File: config.mk
export PLATFORM = sky130hd
export DESIGN_NAME = sigid_reader
export DESIGN_NICKNAME = d
export VERILOG_FILES = /design/src/rtl/sigid_pkg.sv /design/src/rtl/sigid_timer.sv /design/src/rtl/sigid_byte_cap.sv /design/src/rtl/sigid_reader.sv
export SDC_FILE = /design/constraint.sdc
export NUM_CORES = 1
export LEC_CHECK = 0
export BUFFER_PORTS_ARGS = -buffer_cell sky130_fd_sc_hd__buf_2
export CAP_MARGIN = 20
export CELL_PAD_IN_SITES_DETAIL_PLACEMENT = 0
export CELL_PAD_IN_SITES_GLOBAL_PLACEMENT = 2
export CORE_MARGIN = 3
export CORE_UTILIZATION = 27
export CTS_CLUSTER_DIAMETER = 40
export DETAILED_ROUTE_END_ITERATION = 10
export PLACE_DENSITY = 0.82
export SYNTH_ARGS = -nofsm -noshare
export SYNTH_HDL_FRONTEND = slang
export SYNTH_SLANG_ARGS = --single-unit
export TNS_END_PERCENT = 5
File: constraint.sdc
create_clock -name clk -period 2.1 [get_ports clk]
set_clock_uncertainty 0.15 [all_clocks]
set_input_delay 0.315 -clock clk [delete_from_list [all_inputs] [get_ports clk]]
set_output_delay 0.315 -clock clk [all_outputs]
set_load 0.1 [all_outputs]
File: src/rtl/sigid_pkg.sv
package sigid_pkg;
   typedef enum logic [2:0] {
      ST_IDLE,
      ST_ENTER,
      ST_RD_MFR,
      ST_RD_DEV,
      ST_EXIT,
      ST_DONE
   } sig_state_t;

   function automatic int unsigned max_u(input int unsigned a, input int unsigned b);
      return (a > b) ? a : b;
   endfunction
endpackage

File: src/rtl/sigid_timer.sv
module sigid_timer #(
   parameter int unsigned CNT_W = 4
) (
   input  logic             clk,
   input  logic             rst_n,
   input  logic             run,
   input  logic [CNT_W-1:0] limit,
   output logic             hit
);
   logic [CNT_W-1:0] cnt_q;

   assign hit = run && (cnt_q == limit - CNT_W'(1));

   always_ff @(posedge clk or negedge rst_n) begin
      if (!rst_n)
         cnt_q <= '0;
      else if (!run || hit)
         cnt_q <= '0;
      else
         cnt_q <= cnt_q + CNT_W'(1);
   end
endmodule

File: src/rtl/sigid_byte_cap.sv
module sigid_byte_cap #(
   parameter int unsigned DATA_W = 8
) (
   input  logic              clk,
   input  logic              rst_n,
   input  logic              load,
   input  logic [DATA_W-1:0] d,
   input  logic [DATA_W-1:0] expect_v,
   output logic [DATA_W-1:0] q,
   output logic              eq
);
   always_ff @(posedge clk or negedge rst_n) begin
      if (!rst_n)
         q <= '0;
      else if (load)
         q <= d;
   end

   assign eq = (q == expect_v);
endmodule

File: src/rtl/sigid_reader.sv
module sigid_reader #(
   parameter int unsigned DATA_W    = 8,
   parameter int unsigned ADDR_W    = 15,
   parameter int unsigned SETUP_CYC = 2,
   parameter int unsigned ACC_CYC   = 4
) (
   input  logic              clk,
   input  logic              rst_n,
   input  logic              start_i,
   input  logic [DATA_W-1:0] exp_mfr_i,
   input  logic [DATA_W-1:0] exp_dev_i,
   input  logic [DATA_W-1:0] dq_i,
   output logic              id_hv_o,
   output logic              prog_hv_o,
   output logic [ADDR_W-1:0] addr_o,
   output logic              ce_n_o,
   output logic              oe_n_o,
   output logic [DATA_W-1:0] mfr_o,
   output logic [DATA_W-1:0] dev_o,
   output logic              match_o,
   output logic              done_o
);
   import sigid_pkg::*;

   localparam int unsigned MAX_CYC = max_u(SETUP_CYC, ACC_CYC);
   localparam int unsigned CNT_W   = $clog2(MAX_CYC + 1);
   localparam int unsigned N_SLOT  = 2;

   if (ACC_CYC < 2) begin : g_bad_acc
      $error("sigid_reader: ACC_CYC must be at least 2");
   end
   if (SETUP_CYC < 1) begin : g_bad_setup
      $error("sigid_reader: SETUP_CYC must be at least 1");
   end
   if (ADDR_W < 10) begin : g_bad_addr
      $error("sigid_reader: ADDR_W must cover the identification line");
   end
   if (DATA_W < 1) begin : g_bad_data
      $error("sigid_reader: DATA_W must be positive");
   end

   sig_state_t state_q, state_d;
   logic       tmr_run, tmr_hit;
   logic [CNT_W-1:0] tmr_lim;
   logic       reading;
   logic       match_q;

   logic [N_SLOT-1:0] slot_ld;
   logic [N_SLOT-1:0] slot_eq;
   logic [DATA_W-1:0] slot_exp [N_SLOT];
   logic [DATA_W-1:0] slot_q   [N_SLOT];

   assign tmr_run = (state_q == ST_ENTER) || (state_q == ST_RD_MFR) || (state_q == ST_RD_DEV);
   assign tmr_lim = (state_q == ST_ENTER) ? CNT_W'(SETUP_CYC) : CNT_W'(ACC_CYC);

   sigid_timer #(.CNT_W(CNT_W)) u_timer (
      .clk   (clk),
      .rst_n (rst_n),
      .run   (tmr_run),
      .limit (tmr_lim),
      .hit   (tmr_hit)
   );

   always_comb begin
      state_d = state_q;
      unique case (state_q)
         ST_IDLE:   if (start_i) state_d = ST_ENTER;
         ST_ENTER:  if (tmr_hit) state_d = ST_RD_MFR;
         ST_RD_MFR: if (tmr_hit) state_d = ST_RD_DEV;
         ST_RD_DEV: if (tmr_hit) state_d = ST_EXIT;
         ST_EXIT:   state_d = ST_DONE;
         ST_DONE:   state_d = ST_IDLE;
         default:   state_d = ST_IDLE;
      endcase
   end

   always_ff @(posedge clk or negedge rst_n) begin
      if (!rst_n)
         state_q <= ST_IDLE;
      else
         state_q <= state_d;
   end

   assign slot_ld[0]  = (state_q == ST_RD_MFR) && tmr_hit;
   assign slot_ld[1]  = (state_q == ST_RD_DEV) && tmr_hit;
   assign slot_exp[0] = exp_mfr_i;
   assign slot_exp[1] = exp_dev_i;

   for (genvar gi = 0; gi < N_SLOT; gi++) begin : g_slot
      sigid_byte_cap #(.DATA_W(DATA_W)) u_cap (
         .clk      (clk),
         .rst_n    (rst_n),
         .load     (slot_ld[gi]),
         .d        (dq_i),
         .expect_v (slot_exp[gi]),
         .q        (slot_q[gi]),
         .eq       (slot_eq[gi])
      );
   end

   always_ff @(posedge clk or negedge rst_n) begin
      if (!rst_n)
         match_q <= 1'b0;
      else if (state_q == ST_IDLE && start_i)
         match_q <= 1'b0;
      else if (state_q == ST_EXIT)
         match_q <= &slot_eq;
   end

   assign reading   = (state_q == ST_RD_MFR) || (state_q == ST_RD_DEV);
   assign id_hv_o   = tmr_run;
   assign prog_hv_o = 1'b0;
   assign ce_n_o    = !reading;
   assign oe_n_o    = !reading;
   assign addr_o    = {{(ADDR_W-1){1'b0}}, (state_q == ST_RD_DEV)};
   assign mfr_o     = slot_q[0];
   assign dev_o     = slot_q[1];
   assign match_o   = match_q;
   assign done_o    = (state_q == ST_DONE);
endmodule

---- Yosys cells after proc, flatten, opt, wreduce, memory -nomap -nowiden ----
Cells that the tools add are included.
storage, ports and cells
  logic and storage cells ................. 42
  output and inout bits ................... 37
  flip-flop bits (word level) ............. 23
operators by class
  reductions and logical operators ........ 14
  equal/unequal tests ..................... 12
  multiplexer cells ....................... 9
  add/sub/neg operators ................... 2
operators with widths
  cell                                                                count
  3-bit two-way mux                                                   6
  8-bit == test                                                       2
  3-bit one-hot mux with 5 select lines                               1
  3-bit by 2-bit == test with 1-bit output, second input constant     2
  3-bit == test, second input constant                                2
  2-bit != test, second input constant                                3
  1-bit logical AND                                                   4
  1-bit logical OR                                                    4
  4-bit AND reduction                                                 1
  3-bit by 1-bit adder with 3-bit output, second input constant       1
  3-bit by 1-bit == test with 1-bit output, second input constant     1
  3-bit == test                                                       1
  3-bit logical NOT                                                   1
  3-bit by 1-bit subtractor with 3-bit output, second input constant  1
  1-bit logical NOT                                                   2
  1-bit two-way mux                                                   2
  2-bit by 1-bit != test with 1-bit output, second input constant     1
  2-bit AND reduction                                                 1
  2-bit nonzero test                                                  1

---- Logic depth before layout (Yosys ltp) ----
  word-level depth ........................ 7
  gate-level depth with buffers ........... 5
  gate-level depth less buffers ........... 4

---- Cells and area by module ----
A second synthesis with hierarchy kept.
second synthesis, totals
  cell total of the unflattened synthesis .. 117
  area, all modules ....................... 1410.1 µm²
by module, submodules not included
  module          cells each  times used  area each (µm²)
  sigid_byte_cap  28          2           417.9
  sigid_reader    40          1           351.6
  sigid_timer     21          1           222.7

---- Worst setup path after synthesis ----
Ideal clock, no wire load.
  path kind ............................... reg2out
  start ................................... register state_q[2]
  end ..................................... output addr_o[0]
  path slack .............................. -0.444 ns
  path buffers ............................ 0
  stages on the path, launching flop included .. 3
  data required time ...................... 1.635 ns
  arrival time ............................ 2.079 ns
  cell sequence ........................... dfrtp_1 nand2b_4 nor2_1
on the way
  longest elaborated chain between the ends .. 1
ends and longest elaborated chain
  element                                   RTL line             text
  from (decl)                               sigid_reader.sv:42   sig_state_t state_q, state_d;
  from (signal assigned)                    sigid_reader.sv:81   state_q <= state_d;
  3-bit by 2-bit == test with 1-bit output  sigid_reader.sv:115  assign addr_o = {{(ADDR_W-1){1'b0}}, (state_q == ST_RD_DEV)};
  to (decl)                                 sigid_reader.sv:15   output logic [ADDR_W-1:0] addr_o,
Every way passes these cells.

---- Worst setup path in the final report ----
  start ................................... register state_q[0]
  end ..................................... output addr_o[0]
The elaborated chain is that of the path after synthesis.

==> parameters.txt <==
Parameter                              Value

Status
  Run status ... finished, final reports clean

Global routing
  Met2 track utilization from global routing ... 16.3%
  Residual overflow from global routing ... 0
  GR Util met1 ... a little under an eighth
  GR met3 Demand/Resource ... 2.77%
  Number of antenna violations at the first check in global routing ... 0
  Overall track demand over capacity in global routing ... 9.50%
  Vias in the first global route ... 869
  First-pass GRT wire length ... between 4000 and 5000 um
  Pin count of the biggest net entering global routing ... 24
  Busiest layer in global routing ... met2

Critical path
  Worst reg2reg endpoint ... g_slot[0].u_cap.q[2]$_DFFE_PN0P_
  Data required time of the critical path ... 1.63 ns
  Type of destination of the critical path ... output port
  Highest fanout seen on the critical path ... 7
  R2R cell count ... 3
  Arr. time, crit path ... ~1.4 ns
  Type of origin of the critical path ... register
  Slack of the worst reg-to-reg path ... 0.20 ns
  Source of the worst register-to-register timing path ... u_timer.cnt_q[2]$_DFF_PN0_
  Category of the most critical setup path ... reg -> out

Clock tree
  Total CTS buffers ... 3
  Resized cells post-CTS ... 0
  Clk_lat worst skew ... 0.26 ns
  Clock tree root driver cell ... clkbuf_8
  Worst-case clock buffer depth ... 2
  Total number of H-tree levels ... 1
  Clock sink total ... 23
  Clock transition at the register clock pins on the worst setup and hold paths after CTS ... around 0.080 ns
  Clock tree from TritonCTS ... yes

Drt
  Initial detailed-routing violation count ... 28
  Number of vias per cell ... 4.35
  Post-detailed-route wirelength per cell ... 13.3 um
  Via count ... 914
  Post-route ant nets ... 0
  Drt drc ... 0
  Total Routed Length ... 2790 um
  Detailed-router iteration count before antenna repair ... 4

Hold path
  Worst hold path depth ... 2
  Hold Path Origin ... dq_i[3]
  Hold Crit Class ... in -> reg
  Worst Hold End ... g_slot[0].u_cap.q[3]$_DFFE_PN0P_

Logic synthesis
  Proportion of synthesized chip area in sequential cells ... 44.1%
  Combinational family with the most area after synthesis ... multiplexers
  Yosys synthesis warning count ... 0
  Area fraction in compound gates after synthesis ... roughly 4.4%
  Fraction of synthesized area in multiplexers ... 16.9%
  Post-synthesis simple-gate area fraction ... 11.0%
  Number of storage elements in the synthesis netlist ... 23
  Cell Area, Synth ... 1310 sq um
  Synth Instances ... 109
  Mean instance size in the synthesized netlist ... between 10 and 15 sq um
  Post-Synth Adder-Cell Area ... 0.959%
  Parity-gate share of the synthesized area counting xor and xnor cells ... 11.4%
  Count of different cell masters after synthesis ... 29

Timing
  Worst hold-check slack ... 0.143 ns
  Fmax ... 0.524 GHz
  Transition at the pin with the smallest max-transition slack ... roughly 0.53 ns
  Count of endpoints failing setup in the final report ... 0
  Unrepaired setup endpoints after global routing ... false
  Number of slew-limit violations in the final report ... 0
  Worst-case setup margin in the final layout ... roughly 0.19 ns
  Slew margin rel. ... 64.7%
  Final hold viol count ... 0
  Post-layout min period ... ~1.9 ns
  Part of the cycle the worst path needs ... 90.9%

Final layout
  Area growth from synthesis to layout ... 21.2%
  Fraction of layout cells with a size suffix above 1 ... 44.9%
  Total inserted antenna cells ... 0
  Final-stage net count ... about 190

Placement
  DPL Wire Length ... 2280 um
  Pre-CTS setup slack ... 0.230 ns
  Final RePlAce weighted congestion ... a little over 0.7
  Number of buffer cells added on primary ports ... 48

Floorplanning
  Die Y-Extent ... 75.5 um
  Floorplan die area ... around 5700 sq um
  Core Rows ... 24
  I/O Pins ... 64
  Die width ... 75.5 um
  Core Area ... 4500 sq um
  Initial Utilization ... 29.0%

Run
  Max-cap violations ... 0
placed cells by master (no fill, tap or decap), drive strengths merged, types with 4 or more instances in the layout:
master,synthesis,routed
buf,18,48
mux2,16,16
xor2,9,9
dfrtp,23,23
clkbuf,0,4
xnor2,8,8
a21oi,4,4
conb,1,15
nor2,4,4
state kept, by name, summed over array words and instances (netlist names):
name,cells
g_slot.u_cap.q,16
state_q,3
match_o,1
u_timer.cnt_q,3
through the flow:
| step | instance area (sq um) | util, % | cells | TNS, ns |
|---|---|---|---|---|
| 2_1_floorplan | 1360 | - | 123 | -0.260 |
| 3_3_place_gp | 1530 | 33.9 | 205 | 0 |
| 3_5_place_dp | 1530 | 33.9 | 205 | 0 |
| 4_1_cts | 1580 | 35.1 | 210 | 0 |
| 5_1_grt | 1580 | 35.1 | 210 | 0 |
| 6_report | 1580 | 35.1 | 210 | 0 |
cell families after synthesis:
family,count (synthesis)
other,1
xor gates and xnor gates,17
muxes,17
adders and majority gates,1
AOI/OAI and AO/OA,9
DFF,23
buffers and inverters,19
and+or+nand+nor,22
worst max-delay path by stage:
| stage | startpoint | to | slack (ns) |
|---|---|---|---|
| global placement | state_q[2]$_DFFE_PN0P_ | g_slot[0].u_cap.q[0]$_DFFE_PN0P_ | 0.26 |
| detailed placement | state_q[2]$_DFFE_PN0P_ | g_slot[0].u_cap.q[2]$_DFFE_PN0P_ | 0.23 |
| floorplan | state_q[1]$_DFFE_PN0P_ | id_hv_o | -0.13 |
| CTS | state_q[0]$_DFFE_PN0P_ | addr_o[0] | 0.17 |
| global route | state_q[0]$_DFFE_PN0P_ | addr_o[0] | 0.11 |
| finish | state_q[0]$_DFFE_PN0P_ | addr_o[0] | 0.19 |
area by class of cell:
| type | count | area [sq um] |
|---|---|---|
| sequential | 23 | 576 |
| clock buffer | 4 | 45.0 |
| inverter | 1 | 3.75 |
| multi-input combinational | 81 | 642 |
| fill | 473 | 2920 |
| timing repair buffer | 49 | 250 |
| tap | 52 | 65.1 |
worst max-delay path, cell delays in order (launching register included):
cell     delay, ns
dfrtp_1       0.47
inv_1         0.17
nor2_2        0.12
buf_2         0.42
routing by layer:
metal / vias up / part of all wire [%] / wire length, um
met2: 31 / 50 / 1410
met1: 438 / 43 / 1210
met4: 0 / 0.97 / 27
li1: 443 / - / -
met5: - / 0 / 0
met3: 2 / 5.3 / 147
cells in the mapped netlist:
library cell	number	area share [%]
dfrtp_1	23	44
buf_4	17	9.8
xor2_1	9	6.0
mux2_2	8	6.9
mux2_4	8	9.2
xnor2_1	8	5.4
a21oi_1	4	1.5
nor2_1	4	1.2
a311oi_1	2	1.3
and2_1	2	0.96
nand2_1	2	0.58
nand4_1	2	0.96
nor2b_1	2	0.96
nor4_1	2	0.96
o21ai_0	2	0.77
a32o_1	1	0.77
buf_6	1	0.86
conb_1	1	0.29
ha_1	1	0.96
inv_1	1	0.29
mux2i_1	1	0.77
nand2b_1	1	0.48
nand2b_4	1	1.1
nand3b_1	1	0.58
nor3_1	1	0.38
nor3_4	1	1.2
or2b_1	1	0.58
or3_1	1	0.48
or3b_2	1	0.67
what timing repair did:
| action | 4_1_cts | 5_1_grt |
|---|---|---|
| endpoints found under the hold margin | 23 | 0 |
| setup buffers | 0 | 0 |
| hold buffers | 1 | 0 |
Power is not shown: default switching activity piles up to over one toggle a cycle in this logic, so the estimate is an artifact.
